## src/rtl/exc_entry_pkg.sv

```systemverilog
package exc_entry_pkg;
  localparam int NUM_IRQ  = 4;
  localparam int IPL_W    = 3;
  localparam int CAUSE_W  = 4;
  localparam int CODE_W   = 8;
  localparam int OFF_W    = 14;
  localparam int LVL_BASE = 4;

  typedef enum logic [CAUSE_W-1:0] {
    CS_RESET = 4'd0, CS_MCHK = 4'd1, CS_IPI = 4'd2, CS_CLK = 4'd3,
    CS_DEV = 4'd4, CS_MMF = 4'd5, CS_UNAL = 4'd6, CS_OPC = 4'd7,
    CS_ARITH = 4'd8, CS_FPDIS = 4'd9, CS_CALL = 4'd10
  } cause_e;

  // irq line k -> cause (line 3 mchk ... line 0 device)
  function automatic logic [CAUSE_W-1:0] irq_cause(input int unsigned k);
    return CAUSE_W'(NUM_IRQ - k);
  endfunction
endpackage

```

## src/rtl/exc_irq_select.sv

```systemverilog
module exc_irq_select
  import exc_entry_pkg::*;
(
  input  logic                clk_i,
  input  logic                rst_ni,
  input  logic [NUM_IRQ-1:0]  irq_i,
  input  logic [IPL_W-1:0]    ipl_i,
  output logic                any_o,
  output logic [CAUSE_W-1:0]  cause_o
);
  logic [NUM_IRQ-1:0] elig;
  logic [NUM_IRQ-1:0] grant;

  for (genvar k = 0; k < NUM_IRQ; k++) begin : g_elig
    assign elig[k] = irq_i[k] && ({1'b0, ipl_i} < (IPL_W+1)'(LVL_BASE + k));
  end

  always_comb begin
    grant   = '0;
    cause_o = '0;
    for (int k = 0; k < NUM_IRQ; k++) begin
      if (elig[k]) begin
        grant   = '0;
        grant[k] = 1'b1;
        cause_o = irq_cause(k);
      end
    end
  end

  assign any_o = |elig;

  assert_single_grant_R4: assert property (@(posedge clk_i) disable iff (!rst_ni)
    $onehot0(grant) && (any_o == (grant != '0)));
endmodule

```

## src/rtl/exc_vector_calc.sv

```systemverilog
module exc_vector_calc
  import exc_entry_pkg::*;
(
  input  logic [CAUSE_W-1:0] cause_i,
  input  logic [CODE_W-1:0]  code_i,
  output logic               valid_o,
  output logic [OFF_W-1:0]   off_o
);
  localparam logic [OFF_W-1:0] PRIV_TBL = OFF_W'(14'h1000);
  localparam logic [OFF_W-1:0] USER_TBL = OFF_W'(14'h2000);

  always_comb begin
    valid_o = 1'b1;
    off_o   = '0;
    if (cause_i < CS_CALL) begin
      off_o = OFF_W'({cause_i, 7'b0});
    end else if (cause_i == CS_CALL) begin
      off_o = (code_i[CODE_W-1] ? USER_TBL : PRIV_TBL) + OFF_W'({code_i[CODE_W-2:0], 6'b0});
    end else begin
      valid_o = 1'b0;
    end
  end
endmodule

```

## src/rtl/exc_entry_unit.sv

```systemverilog
module exc_entry_unit
  import exc_entry_pkg::*;
#(
  parameter int ADDR_W = 64
) (
  input  logic                 clk_i,
  input  logic                 rst_ni,
  input  logic [3:0]           irq_i,
  input  logic [2:0]           ipl_i,
  input  logic                 exc_req_i,
  input  logic [3:0]           exc_cause_i,
  input  logic [7:0]           exc_code_i,
  input  logic                 mode_i,
  input  logic [ADDR_W-1:0]    pc_i,
  input  logic [ADDR_W-1:0]    base_i,
  output logic                 taken_o,
  output logic                 cause_err_o,
  output logic                 mode_o,
  output logic [ADDR_W-1:0]    pc_o,
  output logic [ADDR_W-1:0]    exc_addr_o,
  output logic [7:0]           err_code_o
);
  logic               irq_any;
  logic [CAUSE_W-1:0] irq_cs;
  logic [CAUSE_W-1:0] sel_cause;
  logic [CODE_W-1:0]  sel_code;
  logic               vec_valid;
  logic [OFF_W-1:0]   vec_off;
  logic               take, bad;

  exc_irq_select u_irq (
    .clk_i(clk_i), .rst_ni(rst_ni), .irq_i(irq_i), .ipl_i(ipl_i),
    .any_o(irq_any), .cause_o(irq_cs)
  );

  // exception wins over interrupts; interrupts carry a zero code
  assign sel_cause = exc_req_i ? exc_cause_i : irq_cs;
  assign sel_code  = exc_req_i ? exc_code_i : '0;

  exc_vector_calc u_vec (
    .cause_i(sel_cause), .code_i(sel_code), .valid_o(vec_valid), .off_o(vec_off)
  );

  assign bad  = exc_req_i && !vec_valid;
  assign take = exc_req_i ? vec_valid : (!mode_i && irq_any);

  always_ff @(posedge clk_i or negedge rst_ni) begin
    if (!rst_ni) begin
      taken_o     <= 1'b0;
      cause_err_o <= 1'b0;
      mode_o      <= 1'b0;
      pc_o        <= '0;
      exc_addr_o  <= '0;
      err_code_o  <= '0;
    end else begin
      taken_o     <= take;
      cause_err_o <= bad;
      if (take) begin
        pc_o       <= base_i + ADDR_W'(vec_off);
        exc_addr_o <= pc_i | ADDR_W'(mode_i);
        mode_o     <= 1'b1;
        err_code_o <= sel_code;
      end
    end
  end

  assert_no_irq_in_priv_R2: assert property (@(posedge clk_i) disable iff (!rst_ni)
    (mode_i && !exc_req_i) |=> !taken_o);
  assert_mode_set_on_entry_R8: assert property (@(posedge clk_i) disable iff (!rst_ni)
    taken_o |-> mode_o);
  assert_tag_bit_R7: assert property (@(posedge clk_i) disable iff (!rst_ni)
    taken_o |-> (exc_addr_o[0] == ($past(pc_i[0]) | $past(mode_i))));
  assert_irq_code_clear_R9: assert property (@(posedge clk_i) disable iff (!rst_ni)
    (taken_o && !$past(exc_req_i)) |-> (err_code_o == '0));
  assert_bad_cause_quiet_R11: assert property (@(posedge clk_i) disable iff (!rst_ni)
    cause_err_o |-> (!taken_o && $stable(pc_o) && $stable(exc_addr_o) && $stable(mode_o)));
endmodule

```

## config.mk

```make
export PLATFORM = sky130hd
export DESIGN_NAME = exc_entry_unit
export DESIGN_NICKNAME = d
export VERILOG_FILES = /design/src/rtl/exc_entry_pkg.sv /design/src/rtl/exc_irq_select.sv /design/src/rtl/exc_vector_calc.sv /design/src/rtl/exc_entry_unit.sv
export SDC_FILE = /design/constraint.sdc
export NUM_CORES = 1
export LEC_CHECK = 0
export ABC_AREA = 1
export BUFFER_PORTS_ARGS = -buffer_cell sky130_fd_sc_hd__buf_2
export CORE_MARGIN = 3
export CORE_UTILIZATION = 47
export DETAILED_ROUTE_END_ITERATION = 7
export PLACE_DENSITY_LB_ADDON = 0.08
export SLEW_MARGIN = 5
export SYNTH_ARGS = -nofsm -noshare
export SYNTH_HDL_FRONTEND = slang
export SYNTH_SLANG_ARGS = --single-unit
```

## constraint.sdc

```tcl
create_clock -name clk_i -period 0.9 [get_ports clk_i]
set_input_delay 0.045 -clock clk_i [delete_from_list [all_inputs] [get_ports clk_i]]
set_output_delay 0.045 -clock clk_i [all_outputs]
set_load 0.02 [all_outputs]
```

==> results of run 1 <==
[logic make-up after synthesis]
logic type	synth area share (%)
compound gates	2.96
xor+xnor	2.80
fa+ha+maj	1.69
buf+inv	6.63
flops	44.4
simple gates	41.5
[synthesized netlist by cell type, drive strengths merged]
master and instances:
xor2 7, nand3 59, or2 2, nor3 7
o211ai 1, nor2 93, o21ai 32, a21oi 5
inv 87, a21o 1, clkinv 1, nand2 609
o21bai 1, and2 2, ha 9, nand4 19
buf 29, nand3b 14, o22ai 1, a21boi 1
a31oi 1, clkbuf 2, xnor2 18, dfrtp 139
fa 1
[per-stage QoR]
stage / instances / hold WS, ns / setup TNS [ns] / cell area [sq um] / worst slack (ns)
3_3_place_gp: 1777 / -0.0567 / -118.08 / 10900 / -1.36
4_1_cts: 1925 / -0.0378 / -125.94 / 13700 / -0.865
2_1_floorplan: 1141 / -0.251 / -72.14 / 8030 / -1.05
3_5_place_dp: 1777 / -0.0595 / -131.75 / 10900 / -1.48
[per-layer routing]
layer,overflow,global-route usage [%]
met3,1,49.6
met1,1,71.5
met4,46,71.7
met2,36,90.6
met5,0,9.72
[what timing repair did]
action	4_1_cts
setup buffers	27
hold buffers	83
setup endpoints to repair	277
pin swaps	54
hold endpoints to repair	221
cloned	9
resized for setup	225
==> metrics, run 1 <==
maximum number of pins on one net before global-route repair 32; Worst EP Category register data pin; FP Rows 46; Post-Syn Area 0.00783 sq mm; Final HPWL DP 22200 microns; Fail Step 5_1_grt; clk sink count 139; Worst EP post-GRT repair pc_o[56]$_DFFE_PN0P_/D; Synth top area share 44.4%; root buffer cell clkbuf_16; Num CTS Buffers 17; H-tree Lvls 4; clk buf depth 2; total gr overflow 84; Post-Synthesis Cells 1141; area leader, netlist dfrtp_1; outcome aborted with a tool error; register area share after synthesis 44.4%; Synth area leaders dfrtp_1 44%, nand2_1 29%, nor2_1 4.4%; port buffer count 289; Starting Density 48.6%; Tool Error [ERROR GRT-0232] Routing congestion too high. Check the congestion heatmap in the GUI.; Die Ht 135 microns; #FFs+latches synth 139; Ports 290; GPL Wtd Cong 0.982; Syn Area/Cell 6.86 sq um; chip width 135 microns; Mapped Nets 1302; GR Util All Layers 70.6%; count of cell types in the netlist 36; Synth Warn # 0
==> inputs of run 2 (changes only) <==
CORE_UTILIZATION = 32   (was 47)
PLACE_DENSITY_LB_ADDON = 0.15   (was 0.08)
==> run 2 against run 1 <==
Synthesized area stayed put. The flow now finishes, with violations (negative hold slack, negative setup slack). Synthesized cell count stayed put.
==> metrics, run 2 <==
Post-synth ARST share 100% (unchanged); final hold slack -0.00290 ns; maximum number of pins on one net before global-route repair 52; post-route clock period utilization 210%; GR Util All Layers 25.4%; Commonest cells post-synth 607 x nand2_1, 139 x dfrtp_1, 91 x nor2_1, 84 x inv_1, 56 x nand3_1; GPL Wtd Cong 0.931 (-5.1%); most frequent cells in the layout 489 x nand2_1, 183 x buf_4, 158 x buf_6, 145 x buf_2, 136 x dfrtp_1; FP Rows 56 (+22%); #FFs+latches synth 139 (unchanged); chip width 162 microns (+20%); port buffer count 289 (unchanged); RSZ-0062 raised after global routing true; Post-DRT Antenna Nets 0; number of global-route vias before repair 9584; Met3 Routed Length 2540 microns; area share of fa/ha/maj cells after synthesis 1.69% (unchanged); Syn Area/Cell 6.86 sq um (unchanged); failing checks negative hold slack, negative setup slack; CP startpoint irq_i[1]; first-pass GRT wire length 51800 microns; Multi-input gate area 0.00484 sq mm; outcome complete, but fails checks; commonest non-fill, non-tap cell in the layout nand2_1; H-tree Lvls 4 (unchanged); Slew @ Worst Pin 0.517 ns; count of pins over their slew limit 0; Slew HR 65.4%; max cap viols 0; hold crit path type primary input to register; Post-synth EDFFs 0 (unchanged); top flop regs exc_addr_o: 64 flops, pc_o: 64 flops, err_code_o: 8 flops; Starting Density 33.0% (-16 points); initial antenna violation count 0; total gr overflow 0; critical path launch point type primary input; Crit Path Category primary input to register; DIE AREA 0.0264 sq mm; final hold viol count 1; Leakage Power 8.05 nW; Antenna Cells 0; Max Used Layer met4; hold path start base_i[6]; hold buffer count at cts 86 (+3.6%); NumNets Final 1909; Mapped Nets 1302 (unchanged); critical path fanouts, max 8; post-route setup TNS -112.13 ns; largest family of logic cells by synthesized area simple AND/OR/NAND/NOR gates; crit end category register; clk slew on worst S/H paths 0.08 ns; Area growth syn-to-layout 97.4%; Final HPWL DP 23800 microns (+7.1%); Synth Area in XOR/XNOR 2.80% (unchanged); Synth Area in Compound Gates 2.96% (unchanged); Worst Path Arrival 2.21 ns; Die Ht 162 microns (+20%); area leader, netlist dfrtp_1; Synth top area share 44.4% (unchanged); PwrDens 1500 mW/mm^2; fraction of layout instances using a drive strength above 1 44.0%; Core Area 0.0238 sq mm; vias 9872; register area share after synthesis 44.4% (unchanged); clk sink count 139 (unchanged); drt drc 0; Final Core Density 65.1%; worst vdd ir 0.00105 V; count of cell types in the netlist 36 (unchanged); DRT Pass-1 Iters 5; most frequent cell after synthesis nand2_1; setup violators final 277; wire per inst 17.9 microns; Num CTS Buffers 17 (unchanged); Post-Syn Area 0.00783 sq mm (unchanged); total wire length 37200 microns; Ports 290 (unchanged); FILL cells 1970; Vias/cell 4.75; min Tclk post-route 1.89 ns; root buffer cell clkbuf_16; Synth area leaders dfrtp_1 44%, nand2_1 29%, nor2_1 4.4%; multiplexer share of the synthesized area 0% (unchanged); Fmax 0.528 GHz; Worst-Skew Late Latency 0.42 ns; Register Area 0.00348 sq mm; Final WS setup -0.992 ns; met2 routed WL 18300 microns; Most used DFF post-synth dfrtp_1; Post-Synthesis Cells 1141 (unchanged); Post-Synth Simple-Gate Area 41.5% (unchanged); post-route clock skew 0 ns; Initial DRC Count 644; r2r startpoint pc_o[15]; clk buf depth 2 (unchanged); CTS tree done; CP Data Required Time 1.22 ns; Synth Warn # 0 (unchanged); M1 WL 15200 microns
==> run 2: cell counts after synthesis <==
No cell type changed its count.
==> run 2: path summary, 6_finish.rpt <==
path	endpoint	slack, ns	depth (start not counted)
worst min register to register	exc_addr_o[50]	0.50	2
worst min-delay path	pc_o[6]	-0.003	4
min in group asynchronous	exc_addr_o[6]	0.18	3
worst max register to register	pc_o[15]	0.01	4
worst max-delay path	pc_o[13]	-0.99	17
max in group asynchronous	exc_addr_o[1]	0.07	3
==> run 2: final cells by class <==
class                           instances  area share (%)
Timing Repair Buffer                  619            37.4
Multi-Input combinational cell        883            31.3
Sequential cell                       139            22.5
Clock buffer                           17            2.75
Tap cell                              319            2.58
Inverter                               88            2.27
Clock inverter                         15            1.14
==> run 2: stage by stage <==
| step | worst slack [ns] | total power, mW | area, sq um | hold slack (ns) | instances |
|---|---|---|---|---|---|
| 6_report | -0.992 | 23.2 | 15500 | -0.00290 | 2080 |
| 5_1_grt | -1.08 | 24.2 | 15500 | 0.00816 | 2080 |
| 4_1_cts | -0.887 | 21.5 | 13700 | -0.0266 | 2026 |
| 3_5_place_dp | -1.49 | 12.7 | 10900 | -0.143 | 1866 |
| 3_3_place_gp | -1.40 | 12.7 | 10900 | -0.142 | 1866 |
| 2_1_floorplan | -1.05 | 10.3 | 8030 | -0.251 | 1141 |
==> run 2: critical path, stage by stage <==
cell,delay [ns]
buf_2,0.08
a21boi_4,0.18
nand2_2,0.10
nand3_4,0.09
nand3_4,0.13
inv_2,0.11
nand3_2,0.06
a21oi_2,0.18
ha_4,0.25
nand2_4,0.08
nand2_4,0.07
a21oi_2,0.21
nand2_4,0.12
buf_4,0.15
buf_6,0.11
xnor2_4,0.15
o21ai_1,0.07
==> run 2: power by group <==
part	switching, mW	total, mW	internal, mW	leakage (nW)
Clock	3.46	7.21	3.75	0.286
Sequential	0.661	7.73	7.06	1.68
Combinational	4.03	8.30	4.27	6.08
Total	8.14	23.2	15.1	8.05
==> run 2: routing by layer <==
layer,global-route usage (%),vias to the layer above
li1,-,4762
met4,8.14,0
met1,32.0,4634
met5,0,-
met2,44.0,399
met3,4.93,77
==> run 2: cell families after synthesis <==
| group | Yosys count |
|---|---|
| AO/OA/AOI/OAI | 43 |
| adder cells (fa/ha/maj) | 10 |
| buffers and inverters | 119 |
| AND/OR/NAND/NOR | 805 |
| flip-flops | 139 |
| XOR/XNOR | 25 |
==> run 2: timing repair <==
action / CTS / global route
endpoints found under the setup margin: 277 / 277
resized for setup: 237 / 357
pin swaps: 60 / 75
hold endpoints to repair: 223 / 1
buffers inserted: 44 / 47
gates cloned: 12 / 10
No activity file was read; power rests on OpenSTA's default activity.
==> inputs of run 3 (changes only) <==
CORE_ASPECT_RATIO = 1.1   (was not set)
==> run 3 against run 2 <==
The flow finishes with violations (negative setup slack). First-iteration DRC count down 9.5%. Non-clock buffer count increased by 84. Sequential cell count unchanged. Utilization is 5.8 points higher. Setup slack worse by 0.066 ns. Fmax decreased by 3.4%. Die area about the same. Worst hold slack better by 0.026 ns. Cell count up 3.6%. Clock skew unchanged. Sequential power up 0.8%. Sequential share of layout area down 1.9 points. Largest power group unchanged.
==> metrics, run 3 (synthesis gave the netlist of run 2 again) <==
outcome complete, but fails checks; dpl cell area 0.0112 sq mm (+2.9%); DRT Pass-1 Iters 6 (+1); GPL Wtd Cong 0.932 (+0.12%); H-tree Lvls 4 (unchanged); maximum number of pins on one net before global-route repair 33 (-37%); post-route clock skew 0 ns (unchanged); total wire length 41300 microns (+11%); critical path fanouts, max 7 (-1); FP Rows 59 (+5.4%); Gate power share 39.6% (+3.9 points); clk sink count 139 (unchanged); chip width 155 microns (-4.5%); count of pins over their slew limit 0 (unchanged); worst vdd ir 0.00126 V (+20%); port buffer count 289 (unchanged); Die Ht 170 microns (+4.7%); wire per inst 19.2 microns (+7.2%); R2R cell count 4 (unchanged); vias 10500 (+6.6%); CP Data Required Time 1.21 ns (about the same); hold path start base_i[33]; Crit Path Category primary input to register; fraction of layout instances using a drive strength above 1 52.9% (+8.9 points); WHS Endpoint pc_o[33]; PwrDens 1440 mW/mm^2 (-4.4%); root buffer cell clkbuf_16; failing checks negative setup slack; setup violators final 278 (+0.36%); final hold viol count 0 (-1); Finished Cell Area 0.0169 sq mm (+9.3%); Reg power frac 32.1% (-1.2 points); reg2reg end exc_addr_o[43]; most frequent cells in the layout 398 x nand2_1, 245 x buf_4, 175 x buf_6, 144 x buf_2, 137 x dfrtp_1; top flop regs exc_addr_o: 64 flops, pc_o: 64 flops, err_code_o: 8 flops; max cap viols 0 (unchanged); Internal 15.7 mW (+4.0%); Leakage Power 8.76 nW (+8.8%); post-route clock period utilization 218% (+7.3 points); Vias/cell 4.88 (+2.9%); GR Util All Layers 27.5% (+2.1 points); Final Non-Filler Cells 2155 (+3.6%); DIE AREA 0.0264 sq mm (about the same); RSZ-0062 raised after global routing true; commonest non-fill, non-tap cell in the layout nand2_1; Post-DRT Antenna Nets 0 (unchanged); Num CTS Buffers 17 (unchanged); r2r startpoint exc_addr_o[43]; Area growth syn-to-layout 116%; initial antenna violation count 5 (+5); post-route setup TNS -108.32 ns (+3.81 ns); clk buf depth 2 (unchanged); Initial DRC Count 583 (-9.5%); placed cells 1883 (+0.91%); number of global-route vias before repair 10500 (+9.7%); Ports 290 (unchanged); first-pass GRT wire length 56900 microns (+9.9%); drt drc 0 (unchanged); Final HPWL DP 24400 microns (+2.8%); clk slew on worst S/H paths 0.06 ns (-0.02 ns); hold crit path type primary input to register; Slew HR 68.5% (+3.1 points); Hold Path Stages 4 (unchanged); pre-CTS setup slack -1.52 ns (-0.0306 ns); Starting Density 32.8% (-0.13 points); crit end category register; min Tclk post-route 1.96 ns (+0.0661 ns); FF-to-FF setup slack -0.04 ns (-0.05 ns); Clock Power Share 28.3% (-2.7 points); Overall Power 24.3 mW (+4.4%); Worst-Skew Late Latency 0.42 ns (about the same); Core Area 0.0238 sq mm (+0.38%); critical path launch point type primary input; total gr overflow 0 (unchanged); Fmax 0.511 GHz (-3.4%); Slew @ Worst Pin 0.470 ns (-0.0465 ns); Worst Path Arrival 2.27 ns (+0.06 ns); Sw Ratio 35.3% (+0.25 points); NumNets Final 1993 (+4.4%); Switch Pwr 8.57 mW (+5.2%); CTS tree done; Final WS setup -1.06 ns (-0.0661 ns)
## run 3: cell count changes in the layout (fill, tap and decap cells not counted), moves of 5 or more
cell	change
diode_2	+6
buf_16	+7
o21ai_1	-5
nor2_4	+6
o21ai_2	+6
buf_4	+62
nand2_4	+36
nor2_1	-7
buf_12	+13
nand2_2	+51
buf_6	+17
nand2_1	-91
clkbuf_16	-8
## run 3: worst max-delay path: stages
cell and delay [ns]:
buf_8 0.10, a21boi_4 0.16, nand2_2 0.10, nand3_4 0.09, nand3_4 0.10, buf_12 0.15, buf_6 0.11, nor2_4 0.08
ha_4 0.15, fa_2 0.24, nand3_2 0.11, nand2_4 0.13, nand2_4 0.09, nand2_8 0.15, nand3_4 0.15, o21ai_2 0.14
nand2_1 0.05, nand2_1 0.06, nand2_1 0.05
## run 3: final cells by class
class,count,area [sq um]
Antenna cell,6,15.0
Clock inverter,14,126
Sequential cell,139,3480
Fill cell,1715,6950
Timing Repair Buffer,703,6590
Multi-Input combinational cell,883,5520
Inverter,88,355
Tap cell,305,382
Clock buffer,17,425
## run 3: repair_timing
item,CTS,global route
resized for setup,571,217
buffers inserted,77,61
hold buffers,82,0
pin swaps,126,98
gates cloned,22,0
endpoints found under the setup margin,276,277
hold endpoints to repair,220,0
## run 3: metal layers
layer	global-route usage, %	wire (microns)	part of all wire (%)
met1	32.8	15800	38
met2	48.6	20800	50
met3	4.53	2690	6.5
met4	12.5	2100	5.1
met5	0	0	0
## run 3: worst max path at each step
stage | start | to | slack, ns | cells after the start
floorplan | irq_i[1] | pc_o[41] | -1.05 | 19
CTS | irq_i[1] | pc_o[36] | -0.91 | 19
detailed placement | ipl_i[2] | pc_o[36] | -1.52 | 18
finish | ipl_i[0] | pc_o[36] | -1.06 | 19
global route | ipl_i[0] | pc_o[58] | -1.20 | 22
global placement | ipl_i[2] | pc_o[36] | -1.43 | 18
## run 3: power by group through the flow
stage                     clock, mW  sequential (mW)  combinational, mW
final                          6.87             7.79               9.60
after global routing           7.27             7.87               10.1
after CTS                      7.05             7.70               8.40
after detailed placement          0             7.61               5.31
after global placement            0             7.59               5.29
after floorplan                   0             8.61               1.65
## run 3: per-stage QoR
step           util (%)  hold WS (ns)
2_1_floorplan         -        -0.251
3_3_place_gp       46.8       -0.0913
3_5_place_dp       46.8       -0.0937
4_1_cts            65.6       -0.0209
5_1_grt            70.9        0.0264
6_report           70.9        0.0233
==> inputs of run 4 (changes only) <==
CTS_BUF_LIST = sky130_fd_sc_hd__clkbuf_8   (was not set)
SYNTH_HIERARCHICAL = 1   (was not set)
==> run 4 against run 3 <==
Utilization down 13 points. Wire length shrank 15%. Critical endpoint is now pc_o[40]. Clock power shrank 17%. Sequential cell count unchanged. Critical path type unchanged. Non-clock buffer count shrank 97. First-iteration DRC count decreased by 1.9%. Synthesized cell count is 8.4% higher. Setup slack improved by 0.038 ns. Register-to-register slack gained 0.16 ns. The flow still finishes with violations (negative setup slack). Sequential share of layout area up 2.8 points.
==> metrics, run 4 <==
outcome complete, but fails checks; failing checks negative setup slack; Post-synth ARST share 100% (unchanged); Final HPWL DP 26100 microns (+6.8%); Synth area leaders dfrtp_1 41%, nand2_1 26%, nand3_1 6.0%; Worst Path Arrival 2.27 ns (about the same); worst vdd ir 0.000753 V (-40%); maximum number of pins on one net before global-route repair 42 (+27%); RSZ-0062 raised after global routing true; root buffer cell clkbuf_8; Post-Syn Area 0.00839 sq mm (+7.2%); Fmax 0.521 GHz (+2.0%); count of pins over their slew limit 0 (unchanged); min Tclk post-route 1.92 ns (-0.0375 ns); NumNets Final 1999 (+0.30%); Multi-input gate area 0.00523 sq mm (-5.3%); Post-Synthesis Cells 1237 (+8.4%); Area growth syn-to-layout 77.0%; port buffer count 289 (unchanged); Internal 13.4 mW (-15%); fraction of layout instances using a drive strength above 1 42.3% (-11 points); reg2reg end mode_o; GR Layer Usage met2 43.5% (-5.1 points); area leader, netlist dfrtp_1; final hold viol count 0 (unchanged); area share of fa/ha/maj cells after synthesis 2.47% (+0.78 points); number of global-route vias before repair 10200 (-2.8%); largest family of logic cells by synthesized area simple AND/OR/NAND/NOR gates; critical path's top delay family simple AND/OR/NAND/NOR gates; R2R cell count 1 (-3); Post-DRT Antenna Nets 0 (unchanged); placed cells 2031 (+7.9%); Switch Pwr 8.05 mW (-6.0%); FF-to-FF setup slack 0.12 ns (+0.16 ns); CTS tree done; Post-Synth Simple-Gate Area 42.6% (+1.1 points); CP Data Required Time 1.25 ns (+0.04 ns); GPL Wtd Cong 0.920 (-1.3%); GR Util All Layers 24.6% (-2.9 points); Synth Warn # 6 (+6); Critical Path Most Common Cell nand2_1; clk buf depth 2 (unchanged); Sw Ratio 37.6% (+2.3 points); layer with the highest usage met2; Final Non-Filler Cells 2192 (+1.7%); initial antenna violation count 1 (-4); FILL cells 2325 (+36%); PwrDens 1440 mW/mm^2 (+0.48%); chip width 160 microns (+3.4%); max cap viols 0 (unchanged); Synth Area in XOR/XNOR 1.88% (-0.92 points); register area share after synthesis 41.4% (-3.0 points); Reg power frac 36.2% (+4.1 points); #FFs+latches synth 139 (unchanged); commonest non-fill, non-tap cell in the layout nand2_1; critical path fanouts, max 6 (-1); r2r startpoint mode_o; DRT Pass-1 Iters 5 (-1); Critical-path top delay cell ha_4; Critical Path Max Stage Delay 0.31 ns (+0.07 ns); Clock Power Share 26.6% (-1.7 points); setup violators final 277 (-0.36%); Gate power share 37.2% (-2.4 points); clk sink count 139 (unchanged); post-route clock skew 0 ns (unchanged); hold buffer count at cts 93 (+13%); critical path launch point type primary input; pre-CTS setup slack -1.81 ns (-0.292 ns); Synth Area in Compound Gates 3.34% (+0.38 points); Ports 290 (unchanged); Post-synth EDFFs 0 (unchanged); Num CTS Buffers 17 (unchanged); drt drc 0 (unchanged); post-route clock period utilization 213% (-4.2 points); DIE AREA 0.0282 sq mm (+6.9%); Leakage Power 7.95 nW (-9.2%); top flop regs exc_addr_o: 64 flops, pc_o: 64 flops, err_code_o: 8 flops; total gr overflow 0 (unchanged); most frequent cell after synthesis nand2_1; Vias/cell 4.61 (-5.5%); final hold slack 0.00250 ns (-0.0208 ns); total wire length 35200 microns (-15%); crit end category register; count of cell types in the netlist 36 (unchanged); Overall Power 21.4 mW (-12%); Starting Density 32.8% (about the same); CP Buf/Inv Count 4 (+1); Synth top area share 41.4% (-3.0 points); CP cell instances buf_12, nand3_4, nand2_2, nand2_1, nor2_1, nand2_1, nand2_4, nor2_4, nand3_1, nand2_2, ha_4, nand2_1, nand2_1, inv_2, buf_4, o21ai_4, nand2_2, nand3_4, buf_4, nand4_1, nand3_2, nand2_1; multiplexer share of the synthesized area 0% (unchanged); most frequent cells in the layout 503 x nand2_1, 264 x buf_2, 186 x buf_4, 137 x dfrtp_1, 103 x inv_1; vias 10100 (-3.9%); FP Rows 61 (+3.4%); Register Area 0.00348 sq mm (unchanged); Die Ht 176 microns (+3.4%); H-tree Lvls 4 (unchanged); M1 GR Usage 30.8% (-2.0 points); met3 Track Usage GR 3.49% (-1.0 points); clk slew on worst S/H paths 0.11 ns (+0.05 ns); Most used DFF post-synth dfrtp_1; wire per inst 16.1 microns (-16%); Final WS setup -1.02 ns (+0.0375 ns); Worst-Skew Late Latency 0.44 ns (+0.02 ns); Initial DRC Count 572 (-1.9%); hold crit path type primary input to asynchronous set/reset pin; first-pass GRT wire length 54800 microns (-3.9%); Commonest cells post-synth 590 x nand2_1, 139 x dfrtp_1, 119 x inv_1, 100 x nand3_1, 66 x nor2_1; Syn Area/Cell 6.79 sq um (-1.2%); Core Area 0.0256 sq mm (+7.2%); Crit Path Category primary input to register
==> run 4: how the worst max path moves through the flow <==
stage / start / cells after the start / slack [ns] / to
finish: ipl_i[2] / 22 / -1.02 / pc_o[40]
global route: ipl_i[2] / 25 / -1.15 / pc_o[56]
CTS: ipl_i[2] / 22 / -0.95 / pc_o[60]
detailed placement: ipl_i[2] / 20 / -1.81 / pc_o[20]
global placement: ipl_i[2] / 20 / -1.75 / pc_o[20]
floorplan: ipl_i[0] / 24 / -1.08 / pc_o[53]
==> run 4: area by class of cell <==
| cell class | instances | area share, % |
|---|---|---|
| diodes | 1 | 0.0168 |
| clock buffers | 17 | 1.58 |
| clock inverters | 15 | 1.31 |
| inverters | 128 | 3.38 |
| multi-input cells | 938 | 35.2 |
| flip-flops and latches | 139 | 23.4 |
| well taps | 346 | 2.91 |
| repair buffers | 606 | 32.1 |
| repair inverters | 2 | 0.118 |
==> run 4: metal layers <==
layer	part of all wire, %	vias to the layer above
met1	42	4651
met4	2.6	0
met5	0	-
li1	-	5042
met3	5.2	60
met2	50	359
==> run 4: kinds of logic (layout without fill, tap and decap cells) <==
kind of cell | count (synthesis) | after routing
AOI/OAI and AO/OA | 53 | 53
xor gates and xnor gates | 18 | 18
adders and majority gates | 16 | 16
buffers and inverters | 166 | 768
DFF | 139 | 139
other | 2 | 8
and+or+nand+nor | 843 | 844
==> run 4: power by group through the flow <==
stage	logic [mW]	clock network [mW]	registers (mW)
global placement	6.31	0	7.80
global route	8.59	6.10	7.87
finish	7.98	5.70	7.75
detailed placement	6.33	0	7.83
CTS	7.64	5.88	7.73
floorplan	2.06	0	8.97
==> run 4: repair_timing <==
item,in CTS,in global routing
endpoints found under the setup margin,277,278
pin swaps,53,77
setup buffers,15,7
resized for setup,184,113
cloned,13,0
endpoints found under the hold margin,232,1
==> run 4: stage by stage <==
step / setup TNS [ns] / utilization, % / instance area, sq um
5_1_grt: -140.49 / 58.1 / 14900
6_report: -119.14 / 58.1 / 14900
2_1_floorplan: -105.56 / - / 8560
3_3_place_gp: -178.86 / 46.4 / 11900
4_1_cts: -114.33 / 56.2 / 14400
3_5_place_dp: -183.60 / 46.4 / 11900
